File: src/rtl/fir_pkg.sv
package fir_pkg;

    localparam int SAMPLE_W = 8;
    localparam int COEF_W   = 10;
    localparam int ACC_W    = 18;
    localparam int N_TAPS   = 31;
    localparam int RING_N   = 32;

    // Half of a symmetric low-pass kernel, index 0 (outer) to 15 (centre).
    function automatic logic signed [COEF_W-1:0] half_kernel(input int k);
        case (k)
            0:  half_kernel = -10'sd1;
            1:  half_kernel = -10'sd1;
            2:  half_kernel = -10'sd2;
            3:  half_kernel = -10'sd3;
            4:  half_kernel = -10'sd4;
            5:  half_kernel = -10'sd3;
            6:  half_kernel = 10'sd0;
            7:  half_kernel = 10'sd6;
            8:  half_kernel = 10'sd15;
            9:  half_kernel = 10'sd27;
            10: half_kernel = 10'sd42;
            11: half_kernel = 10'sd58;
            12: half_kernel = 10'sd73;
            13: half_kernel = 10'sd85;
            14: half_kernel = 10'sd94;
            15: half_kernel = 10'sd97;
            default: half_kernel = 10'sd0;
        endcase
    endfunction

endpackage

File: src/rtl/fir_coef_rom.sv
module fir_coef_rom #(
    parameter int TAPS  = fir_pkg::N_TAPS,
    parameter int IDX_W = $clog2(TAPS + 1),
    parameter int CW    = fir_pkg::COEF_W
) (
    input  logic [IDX_W-1:0]     tap_idx,
    output logic signed [CW-1:0] coef
);
    localparam int MID = (TAPS - 1) / 2;

    always_comb begin
        int k;
        k = int'(tap_idx);
        if (k >= TAPS) begin
            coef = '0;
        end else if (k <= MID) begin
            coef = CW'(fir_pkg::half_kernel(k));
        end else begin
            coef = CW'(fir_pkg::half_kernel(TAPS - 1 - k));
        end
    end
endmodule

File: src/rtl/fir_hist_ring.sv
module fir_hist_ring #(
    parameter int DEPTH = fir_pkg::RING_N,
    parameter int SW    = fir_pkg::SAMPLE_W,
    parameter int IDX_W = 5,
    localparam int PTR_W = $clog2(DEPTH)
) (
    input  logic                 clk,
    input  logic                 rst,
    input  logic                 wr_stb,
    input  logic signed [SW-1:0] wr_data,
    input  logic [IDX_W-1:0]     age,
    output logic signed [SW-1:0] rd_data,
    output logic [PTR_W-1:0]     head_ptr,
    output logic signed [SW-1:0] head_data
);
    logic signed [SW-1:0] hist_q [DEPTH];
    logic signed [SW-1:0] hist_d [DEPTH];
    logic [PTR_W-1:0]     ptr_q, ptr_d;

    always_comb begin
        ptr_d = ptr_q;
        for (int i = 0; i < DEPTH; i++) hist_d[i] = hist_q[i];
        if (wr_stb) begin
            ptr_d         = ptr_q + PTR_W'(1);
            hist_d[ptr_d] = wr_data;
        end
    end

    always_ff @(posedge clk) begin
        if (rst) begin
            ptr_q <= '0;
            for (int i = 0; i < DEPTH; i++) hist_q[i] <= '0;
        end else begin
            ptr_q <= ptr_d;
            for (int i = 0; i < DEPTH; i++) hist_q[i] <= hist_d[i];
        end
    end

    assign rd_data   = hist_q[ptr_q - PTR_W'(age)];
    assign head_ptr  = ptr_q;
    assign head_data = hist_q[ptr_q];
endmodule

File: src/rtl/fir_mac_unit.sv
module fir_mac_unit #(
    parameter int TAPS  = fir_pkg::N_TAPS,
    parameter int SW    = fir_pkg::SAMPLE_W,
    parameter int CW    = fir_pkg::COEF_W,
    parameter int AW    = fir_pkg::ACC_W,
    parameter int IDX_W = $clog2(TAPS + 1)
) (
    input  logic                 clk,
    input  logic                 rst,
    input  logic                 start,
    input  logic signed [SW-1:0] smp,
    input  logic signed [CW-1:0] coef,
    output logic [IDX_W-1:0]     tap_idx,
    output logic                 busy,
    output logic signed [AW-1:0] acc,
    output logic signed [AW-1:0] y
);
    localparam int PW = SW + CW;
    localparam logic [IDX_W-1:0] LAST = IDX_W'(TAPS);

    typedef struct packed {
        logic signed [AW-1:0] acc;
        logic signed [AW-1:0] y;
        logic [IDX_W-1:0]     idx;
        logic                 busy;
    } mac_st_t;

    mac_st_t st_q, st_d;
    logic signed [PW-1:0] prod;
    logic signed [AW-1:0] prod_ext;
    logic                 finishing;

    assign prod      = smp * coef;
    assign prod_ext  = AW'(prod);
    assign finishing = st_q.busy && (st_q.idx == LAST);

    always_comb begin
        st_d = st_q;
        if (finishing) begin
            st_d.y    = st_q.acc;
            st_d.busy = 1'b0;
        end else if (st_q.busy) begin
            st_d.acc = st_q.acc + prod_ext;
            st_d.idx = st_q.idx + IDX_W'(1);
        end
        if (start) begin
            st_d.acc  = '0;
            st_d.idx  = '0;
            st_d.busy = 1'b1;
        end
    end

    always_ff @(posedge clk) begin
        if (rst) st_q <= '0;
        else     st_q <= st_d;
    end

    assign tap_idx = st_q.idx;
    assign busy    = st_q.busy;
    assign acc     = st_q.acc;
    assign y       = st_q.y;
endmodule

File: src/rtl/fir_seq_lowpass.sv
module fir_seq_lowpass #(
    parameter int TAPS  = fir_pkg::N_TAPS,
    parameter int DEPTH = fir_pkg::RING_N,
    parameter int SW    = fir_pkg::SAMPLE_W,
    parameter int CW    = fir_pkg::COEF_W,
    parameter int AW    = fir_pkg::ACC_W
) (
    input  logic                 clk,
    input  logic                 rst,
    input  logic                 sample_stb,
    input  logic signed [SW-1:0] sample_in,
    output logic signed [AW-1:0] filt_out
);
    localparam int IDX_W = $clog2(TAPS + 1);
    localparam int PTR_W = $clog2(DEPTH);

    logic [IDX_W-1:0]     tap_idx;
    logic signed [CW-1:0] coef;
    logic signed [SW-1:0] tap_smp;
    logic [PTR_W-1:0]     head_ptr;
    logic signed [SW-1:0] head_data;
    logic                 busy;
    logic signed [AW-1:0] acc;

    fir_coef_rom #(.TAPS(TAPS), .IDX_W(IDX_W), .CW(CW)) u_rom (
        .tap_idx (tap_idx),
        .coef    (coef)
    );

    fir_hist_ring #(.DEPTH(DEPTH), .SW(SW), .IDX_W(IDX_W)) u_ring (
        .clk       (clk),
        .rst       (rst),
        .wr_stb    (sample_stb),
        .wr_data   (sample_in),
        .age       (tap_idx),
        .rd_data   (tap_smp),
        .head_ptr  (head_ptr),
        .head_data (head_data)
    );

    fir_mac_unit #(.TAPS(TAPS), .SW(SW), .CW(CW), .AW(AW), .IDX_W(IDX_W)) u_mac (
        .clk     (clk),
        .rst     (rst),
        .start   (sample_stb),
        .smp     (tap_smp),
        .coef    (coef),
        .tap_idx (tap_idx),
        .busy    (busy),
        .acc     (acc),
        .y       (filt_out)
    );
endmodule

File: config.mk
export PLATFORM = sky130hd
export DESIGN_NAME = fir_seq_lowpass
export DESIGN_NICKNAME = d
export VERILOG_FILES = /design/src/rtl/fir_pkg.sv /design/src/rtl/fir_coef_rom.sv /design/src/rtl/fir_hist_ring.sv /design/src/rtl/fir_mac_unit.sv /design/src/rtl/fir_seq_lowpass.sv
export SDC_FILE = /design/constraint.sdc
export NUM_CORES = 1
export LEC_CHECK = 0
export BUFFER_PORTS_ARGS = -buffer_cell sky130_fd_sc_hd__buf_2
export CAP_MARGIN = 30
export CELL_PAD_IN_SITES_DETAIL_PLACEMENT = 0
export CELL_PAD_IN_SITES_GLOBAL_PLACEMENT = 2
export CORE_MARGIN = 3
export CORE_UTILIZATION = 46
export CTS_CLUSTER_SIZE = 12
export DETAILED_ROUTE_END_ITERATION = 12
export PLACE_DENSITY = 0.83
export SLEW_MARGIN = 40
export SYNTH_ARGS = -nofsm -noshare
export SYNTH_HDL_FRONTEND = slang
export SYNTH_HIERARCHICAL = 1
export SYNTH_SLANG_ARGS = --single-unit
File: constraint.sdc
create_clock -name clk -period 21.4 [get_ports clk]
set_input_delay 1.07 -clock clk [delete_from_list [all_inputs] [get_ports clk]]
set_output_delay 1.07 -clock clk [all_outputs]
set_load 0.05 [all_outputs]
==> key figures <==
Timing
  • Worst-margin pin slew: 0.890 ns
  • Post-Route Setup TNS: 0 ns
  • Final Hold Vio Count: 0
  • Unrepaired setup endpoints after global routing: no
  • Tmin final: approximately 9.1 ns
  • Worst Clk Skew: 0.0236 ns
  • Post-route clock period utilization: 0.424
  • FMAX: approximately 110 MHz
  • Max Transition Viols Final: 0
  • Final setup vio count: 0
  • Min Hold Slack: 0.448 ns
  • Final worst slack: 12.33 ns
  • Slew margin rel.: 0.407

Global routing
  • Antenna violations before repair: 0
  • Global-route wire length before repair: around 77000 microns
  • Vias in the first global route: about 14000
  • Grt ovf: 0
  • Largest net degree at the start of global routing: ~100
  • Gr usage total: 0.229

Worst setup path
  • Critical path class: reg -> reg
  • Critical path origin: u_ring/head_ptr[0]
  • Setup crit end kind: register
  • Reg-to-Reg Start: u_ring/head_ptr[0]
  • Critical Path RT: approximately 22 ns
  • Worst Path Arrival: approximately 9.5 ns
  • Peak fanout along the critical path: between 90 and 100
  • Crit start category: register

Drt
  • First drt pass iteration count: 5
  • Final wirelength: ~48000 microns
  • Via count: 13800
  • Remaining DRCs: 0
  • DRT iter0 DRCs: just over 800
  • Via density: 5.64
  • WL per Instance: around 20 microns
  • Routed Antenna Nets: 0

Die
  • Initial Util: 0.469
  • Row count: 72
  • Die width: 205 microns
  • Core ar.: just under 0.04 sq mm
  • Die Span Y: between 200 and 250 microns
  • Die ar.: 0.0422 sq mm
  • I/O pin cnt: 29

Power and ir drop
  • Max VDD drop: ~160 uV
  • Lkg Pwr: roughly 0.0075 uW
  • Cell Pwr Density: ~150 mW/mm^2

Clock tree
  • Clk_lat worst skew: 0.55 ns
  • Clk buf depth: 3
  • H-tree Lvls: 2
  • Clk pin slew, worst setup/hold paths: roughly 0.060 ns
  • Sink Count: 303
  • CTS root buf: clkbuf_16
  • CTS tree: yes
  • Hold-fix buffers, CTS: 0
  • Num CTS Buffers: 37
  • # Post-CTS Setup Buffers: 0
  • Post-cts resize count: 0

Synthesis
  • Ys Warns: 6
  • Synthesized area: around 0.018 sq mm
  • Mapped Avg Cell Area: ~9.3 sq um
  • Syn_nets: approximately 2100
  • Post-Syn Instances: around 2000

Cells and area
  • Final Cell Area: 0.0200 sq mm
  • Layout cells sized above 1: 0.0885
  • Commonest non-fill, non-tap cell in the layout: dfxtp_1
  • Filler Cell Count: around 3700
  • Commonest cells after routing, fill and taps aside: 303 x dfxtp_1, 229 x mux2i_1, 161 x nor2_1, 126 x nor2b_1, 112 x a2111oi_0
  • Final Non-Filler Cells: between 2000 and 2500
  • Diode count: 0
  • Number of nets in the layout: between 2000 and 2500
  • Layout area overhead: 9.15%

Status
  • Status: completed

Placed design
  • Final HPWL DP: a little over 30000 microns
  • Port buffer count: 28
  • DP Area: ~0.019 sq mm
  • Final Wtd Congestion: approximately 0.80
  • Post-Place Worst Slack: about 12 ns
  • Placed instance count: roughly 2400

Worst hold path
  • HP Class: reg -> reg
  • HP Start: u_mac/y[9]

Job
  • Max Cap Viol: 0
state kept, by name (all words and copies together), names as in the netlist:
register,flops
u_mac/busy,1
u_ring/head_ptr,5
u_mac/acc,18
u_mac/y,18
u_ring/hist_q,256
u_mac/tap_idx,5
routing by layer:
layer | vias up | GRT usage | share of wire | wire length, microns
li1 | 6698 | - | - | -
met5 | - | 0 | 0 | 0
met3 | 86 | 0.0255 | 0.032 | 1540
met1 | 6774 | 0.310 | 0.47 | 22400
met2 | 272 | 0.384 | 0.47 | 22700
met4 | 0 | 0.0749 | 0.029 | 1380
worst max-delay path: stages, from the launching register on:
cell,delay (ns)
dfxtp_1,0.55
inv_1,0.15
ha_2,0.23
fa_4,1.03
buf_6,0.61
buf_4,0.67
a2111oi_0,0.26
nor4_1,0.50
mux2i_1,0.17
mux2i_2,0.55
nand2_1,0.23
fa_1,0.66
fa_1,0.53
inv_1,0.05
fa_1,0.48
inv_1,0.05
fa_1,0.48
inv_1,0.05
ha_1,0.27
ha_1,0.35
a21o_1,0.18
a31o_1,0.20
a21o_1,0.19
a31oi_2,0.15
xnor2_1,0.08
a22o_1,0.20
final cells by class:
type                    count  area, sq um  area share
clock inverters             9          130     0.00651
well taps                 518          648      0.0324
multi-input cells        1412        11300       0.567
flip-flops and latches    303         6070       0.304
inverters                 101          379      0.0190
clock buffers              57         1090      0.0547
repair buffers             51          340      0.0170
through the flow:
step           total power (uW)   util
2_1_floorplan              2090      -
3_3_place_gp               2430  0.478
3_5_place_dp               2470  0.480
4_1_cts                    3120  0.511
5_1_grt                    3410  0.512
6_report                   3100  0.512
power by group:
part           total (uW)  internal [uW]  switching, uW
combinational        1880            831           1050
clock                 631            378            253
sequential            583            576           7.77
final timing paths:
check | slack (ns) | endpoint | cells after the start
hold reg to reg | 0.45 | u_mac/y[9] | 2
setup / recovery | 12.33 | u_mac/acc[17] | 25
setup reg to reg | 12.33 | u_mac/acc[17] | 25
hold / removal | 0.45 | u_mac/y[9] | 2
No activity file was read; power rests on OpenSTA's default activity.
